File: src/rtl/swsci_pkg.sv
package swsci_pkg;

    localparam int CFG_AW = 8;
    localparam int CFG_DW = 32;

    localparam logic [CFG_AW-1:0] EVT_OFS = 8'hE8;
    localparam logic [CFG_AW-1:0] SMI_OFS = 8'hE0;

    localparam int TRIG_POS = 0;
    localparam int SEL_POS  = 15;

    typedef enum logic [1:0] {
        HIT_NONE = 2'd0,
        HIT_EVT  = 2'd1,
        HIT_SMI  = 2'd2
    } reg_hit_e;

    // Decode an offset into one of the two registers.
    function automatic reg_hit_e decode_ofs(input logic [CFG_AW-1:0] ofs);
        if (ofs == EVT_OFS)      return HIT_EVT;
        else if (ofs == SMI_OFS) return HIT_SMI;
        else                     return HIT_NONE;
    endfunction

    // A write qualifies only when enabled and it moves the bit from 0 to 1.
    function automatic logic rising_write(input logic stored,
                                          input logic written,
                                          input logic allow);
        return allow && !stored && written;
    endfunction

    // Build the read-back word of the event register.
    function automatic logic [CFG_DW-1:0] evt_word(input logic sel, input logic trig);
        logic [CFG_DW-1:0] w;
        w = '0;
        w[SEL_POS]  = sel;
        w[TRIG_POS] = trig;
        return w;
    endfunction

    // Build the read-back word of the SMI request register.
    function automatic logic [CFG_DW-1:0] smi_word(input logic trig);
        logic [CFG_DW-1:0] w;
        w = '0;
        w[TRIG_POS] = trig;
        return w;
    endfunction

endpackage

File: src/rtl/trig_bit_reg.sv
module trig_bit_reg (
    input  logic clk,
    input  logic rst,
    input  logic wr_hit,
    input  logic wr_bit,
    input  logic allow,
    output logic q,
    output logic fire
);
    import swsci_pkg::*;

    assign fire = wr_hit && rising_write(q, wr_bit, allow);

    always_ff @(posedge clk) begin
        if (rst)
            q <= 1'b0;
        else if (wr_hit && allow)
            q <= wr_bit;
    end


    blocked_write_keeps_chk: assert property (@(posedge clk) disable iff (rst)
        !(wr_hit && allow) |=> $stable(q));


    bit_holds_chk: assert property (@(posedge clk) disable iff (rst)
        (q && !(wr_hit && allow && !wr_bit)) |=> q);

endmodule

File: src/rtl/evt_slot.sv
module evt_slot (
    input  logic clk,
    input  logic rst,
    input  logic fire,
    input  logic ready,
    output logic valid,
    output logic drop
);

    always_ff @(posedge clk) begin
        if (rst) begin
            valid <= 1'b0;
            drop  <= 1'b0;
        end else begin
            if (fire)
                valid <= 1'b1;
            else if (ready)
                valid <= 1'b0;
            if (fire && valid && !ready)
                drop <= 1'b1;
        end
    end


    hold_until_taken_chk: assert property (@(posedge clk) disable iff (rst)
        (valid && !ready) |=> valid);


    drop_sticky_chk: assert property (@(posedge clk) disable iff (rst)
        drop |=> drop);


    merge_flags_chk: assert property (@(posedge clk) disable iff (rst)
        (valid && !ready && fire) |=> (valid && drop));

endmodule

File: src/rtl/soft_sci_trigger.sv
module soft_sci_trigger #(
    parameter int ADDR_W = swsci_pkg::CFG_AW,
    parameter int DATA_W = swsci_pkg::CFG_DW
) (
    input  logic              clk,
    input  logic              rst,
    input  logic              cfg_wr_en,
    input  logic [ADDR_W-1:0] cfg_wr_addr,
    input  logic [DATA_W-1:0] cfg_wr_data,
    input  logic              cfg_rd_en,
    input  logic [ADDR_W-1:0] cfg_rd_addr,
    output logic [DATA_W-1:0] cfg_rd_data,
    output logic              sci_msg_valid,
    input  logic              sci_msg_ready,
    output logic              smi_req,
    output logic              sci_drop
);
    import swsci_pkg::*;

    reg_hit_e wr_hit, rd_hit;
    logic     evt_wr, smi_wr;
    logic     sel_q;
    logic     evt_trig_q, evt_fire;
    logic     smi_trig_q, smi_fire;
    logic     unused_wr_bits;

    assign wr_hit = cfg_wr_en ? decode_ofs(cfg_wr_addr) : HIT_NONE;
    assign rd_hit = decode_ofs(cfg_rd_addr);
    assign evt_wr = (wr_hit == HIT_EVT);
    assign smi_wr = (wr_hit == HIT_SMI);
    assign unused_wr_bits = ^{cfg_wr_data[DATA_W-1:SEL_POS+1], cfg_wr_data[SEL_POS-1:TRIG_POS+1]};

    // Source select: SCI when 1
    always_ff @(posedge clk) begin
        if (rst)
            sel_q <= 1'b0;
        else if (evt_wr)
            sel_q <= cfg_wr_data[SEL_POS];
    end

    trig_bit_reg u_evt_bit (
        .clk    (clk),
        .rst    (rst),
        .wr_hit (evt_wr),
        .wr_bit (cfg_wr_data[TRIG_POS]),
        .allow  (sel_q),
        .q      (evt_trig_q),
        .fire   (evt_fire)
    );

    trig_bit_reg u_smi_bit (
        .clk    (clk),
        .rst    (rst),
        .wr_hit (smi_wr),
        .wr_bit (cfg_wr_data[TRIG_POS]),
        .allow  (!sel_q),
        .q      (smi_trig_q),
        .fire   (smi_fire)
    );

    evt_slot u_slot (
        .clk   (clk),
        .rst   (rst),
        .fire  (evt_fire),
        .ready (sci_msg_ready),
        .valid (sci_msg_valid),
        .drop  (sci_drop)
    );

    always_ff @(posedge clk) begin
        if (rst)
            smi_req <= 1'b0;
        else
            smi_req <= smi_fire;
    end

    // Read-back path, one cycle latency
    always_ff @(posedge clk) begin
        if (rst) begin
            cfg_rd_data <= '0;
        end else if (cfg_rd_en) begin
            unique case (rd_hit)
                HIT_EVT: cfg_rd_data <= evt_word(sel_q, evt_trig_q);
                HIT_SMI: cfg_rd_data <= smi_word(smi_trig_q);
                default: cfg_rd_data <= '0;
            endcase
        end else begin
            cfg_rd_data <= '0;
        end
    end


    msg_needs_sci_sel_chk: assert property (@(posedge clk) disable iff (rst)
        $rose(sci_msg_valid) |-> $past(sel_q));


    smi_single_pulse_chk: assert property (@(posedge clk) disable iff (rst)
        smi_req |=> !smi_req);


    smi_needs_smi_sel_chk: assert property (@(posedge clk) disable iff (rst)
        smi_req |-> $past(!sel_q));


    unmapped_reads_zero_chk: assert property (@(posedge clk) disable iff (rst)
        (cfg_rd_en && rd_hit == HIT_NONE) |=> (cfg_rd_data == '0));

endmodule

File: config.mk
export PLATFORM = sky130hd
export DESIGN_NAME = soft_sci_trigger
export DESIGN_NICKNAME = d
export VERILOG_FILES = /design/src/rtl/swsci_pkg.sv /design/src/rtl/trig_bit_reg.sv /design/src/rtl/evt_slot.sv /design/src/rtl/soft_sci_trigger.sv
export SDC_FILE = /design/constraint.sdc
export NUM_CORES = 1
export LEC_CHECK = 0
export BUFFER_PORTS_ARGS = -buffer_cell sky130_fd_sc_hd__buf_2
export CORE_AREA = 2 2 49 51
export DETAILED_ROUTE_END_ITERATION = 6
export DIE_AREA = 0 0 51 53
export GPL_TIMING_DRIVEN = 0
export PLACE_DENSITY_LB_ADDON = 0.25
export SLEW_MARGIN = 20
export SYNTH_ARGS = -nofsm -noshare
export SYNTH_HDL_FRONTEND = slang
export SYNTH_HIERARCHICAL = 1
export SYNTH_SLANG_ARGS = --single-unit
File: constraint.sdc
create_clock -name clk -period 1.6 [get_ports clk]
set_input_delay 0.32 -clock clk [delete_from_list [all_inputs] [get_ports clk]]
set_output_delay 0.32 -clock clk [all_outputs]
set_load 0.02 [all_outputs]
==> results.cfg <==
[timing]
maxClockFrequency_mhz = 746
final_hold_viol_count = 0
fin_ws_ps = 259
fin_skew_ps = 1.48
timing.final.crit_share_pct = 83.8
finalSetupViolCount = 0
finalCriticalPeriod_ps = 1340
totalNegativeSetupSlack_ps = 0
grt_setup_unrepaired = no
timing_max_transition_violations_final = 0

[global_route]
busiest_layer = met2
grtUsageMet2_pct = 11.0
global_route.overflow_total = 0
grt_antenna_before_repair = 0
met1_usage_pct = 10.8
number_of_global_route_vias_before_repair = 377
gr-usage-all-layers_pct = 8.17
grt_max_degree = 10
globalRouteMet3Util_pct = 1.98
grt_first_pass_wirelength_um = 1590

[clocking]
cts_tree = done
clockRootBuffer = clkbuf_4
cts-root-to-sink-buffers = 2
clock_insertion_delay_worst_skew_ps = 250
post-cts-setup-buffer-count = 0
clock_tree.htree_level_count = 1
path_clk_slew_ps = 50
cts_sinks = 8
cts_repair_resize_count = 0
postCtsHoldBufs = 0
numCtsBuffers = 3

[finish]
register_area_um2 = 160
design.final.nets = 183
finish.instance_area_um2 = 922
fraction_of_final_layout_cells_with_drive_strength_greater_than_1_pct = 53.1
multiInputGateArea_um2 = 337
final.fill_count = 213
n_antenna_cell = 0
area_delta_synth_final_pct = 48.6

[logic_synthesis]
compound_gate_portion_of_the_synthesized_area_pct = 10.9
synth-edff-count = 0
synth_top_family_by_area = buffers and inverters
synthTopCellsByArea = buf_4 (36%), dfxtp_1 (26%), o31ai_2 (4.0%)
multiplexer_share_of_the_synthesized_area_pct = 1.61
yosysSeqAreaShare_pct = 25.8
most_instantiated_cells_after_synthesis = buf_4 (30), dfxtp_1 (8), nor2_1 (3)
synth_seq_cells = 8
synth_cell_types = 21
synthArstFlopShare_pct = 0
synthMostInstantiatedCell = buf_4
syn-cell-area_um2 = 621
netlist_instances = 69
post_synth.cell_area_avg_um2 = 8.99
yosys.area_share.simple_pct = 23.6
post_synth_xor_area_fraction_pct = 0
yosysWarningCount = 6
synthDominantCellAreaShare_pct = 36.3
netlist.top_cell.by_area = buf_4
synth_top_flop_cell = dfxtp_1
synth_fa_ha_area_share_pct = 0

[worst_setup_path]
worstSetupStartpointType = input port
critPathRequiredTime_ps = 1760
crit-reg2reg-launch = sel_q$_SDFFE_PP0P_
rr_endpoint = u_slot/drop$_SDFFE_PP0P_
timing.critical_path.to_type = register
path_max_fanout = 4
path_class = input port to register
reg2reg_setup_slack_ps = 620
reg2reg_depth = 3
cp_data_arrival_time_ps = 1500

[hold_path]
worst_hold_path.num_cells = 3
hp-class = input port to register
whs_endpoint = cfg_rd_data[15]$_SDFF_PP0_
hold_path.startpoint = cfg_rd_addr[3]

[floorplanning]
design.portCount = 88
die_area_um2 = 2700
floorplan.initialDensity_pct = 28.9
die_h_um = 53
core-area_um2 = 2150
floorplan.die.width_um = 51
num_rows = 17

[place]
globalplace.congestion = 0.658
port_buffers = 27
placedInstanceArea_um2 = 900
estimated_wirelength_of_the_detail_placed_design_um = 997
place_worst_setup_slack_ps = 7.16

[outcome]
run_status = completed

[pwr]
vdd_ir_drop_max_mv = 0.308
p_leak_nw = 0.511
cellPowerDensity_nw_per_um2 = 551

[route]
dr_total_vias = 529
dr.first_iter.drc_count = 8
wl_um = 1120
detail_route.vias_per_cell = 3.39
detail_route.first_pass.iterations = 4
ant_nets = 0
route.detailed.drc = 0
routedWlPerCell_um = 7.16

[run]
max-cap-violations = 0
cells in the final DEF, fill, tap and decap left out:
cell type	count
a21oi_2	2
nand3_1	2
nand2_1	2
nand2b_1	2
inv_1	2
nor2b_1	2
o31ai_2	2
nor3b_1	1
dfxtp_1	8
clkbuf_4	3
nand4_1	2
mux2i_1	1
conb_1	30
nor4_4	1
and4b_2	2
nor4b_1	1
buf_2	27
and3_4	1
and4_1	1
nor2_1	3
a21oi_1	1
buf_4	30
a21bo_1	2
flip-flops by register name, indices dropped and copies added (netlist names):
register	flops
cfg_rd_data	2
u_slot/valid	1
u_smi_bit/q	1
sel_q	1
u_evt_bit/q	1
smi_req	1
u_slot/drop	1
per-stage QoR:
step | total power, mW | hold WS [ps] | util [%] | instances
after floorplan | 0.328 | 382 | - | 98
after global placement | 0.361 | 447 | 41.9 | 153
after detailed placement | 0.362 | 469 | 41.9 | 153
after CTS | 0.510 | 313 | 42.9 | 156
after global routing | 0.544 | 332 | 42.9 | 156
final | 0.508 | 318 | 42.9 | 156
power breakdown:
part           switching, mW  total [mW]  internal, mW
clock network         0.0625       0.148        0.0854
logic                 0.0882       0.161        0.0726
registers          0.0000653       0.200         0.200
total                  0.151       0.508         0.358
critical path, cell delays in order:
cell and delay (ps):
buf_2 110, nor4_4 310, and3_4 260, and4b_2 220
inv_1 50, o31ai_2 220
area by class of cell:
class | count | share of cell area, %
timing repair buffer | 27 | 14.7
buffer | 30 | 24.4
inverter | 2 | 0.814
tap | 28 | 3.80
sequential | 8 | 17.4
clock buffer | 3 | 2.44
multi-input combinational | 58 | 36.5
layer usage:
metal,vias up,routed length [um]
met1,196,500
met2,37,454
li1,294,-
met4,0,9
met3,2,153
met5,-,0
worst max path at each step:
stage,startpoint,slack [ps],to,depth (start not counted)
after floorplan,cfg_wr_addr[1],220,u_slot/drop$_SDFFE_PP0P_,5
after global placement,cfg_wr_addr[1],50,u_slot/drop$_SDFFE_PP0P_,6
after detailed placement,cfg_wr_addr[1],7,u_slot/drop$_SDFFE_PP0P_,6
after CTS,cfg_wr_addr[1],260,u_slot/drop$_SDFFE_PP0P_,6
after global routing,cfg_wr_addr[1],210,u_slot/drop$_SDFFE_PP0P_,6
final,cfg_wr_addr[1],260,u_slot/drop$_SDFFE_PP0P_,6
kinds of logic after synthesis:
group / count (synthesis)
AOI/OAI and AO/OA: 7
buffers and inverters: 32
DFF: 8
muxes: 1
other: 1
and+or+nand+nor: 20
No activity file was read; power rests on OpenSTA's default activity.
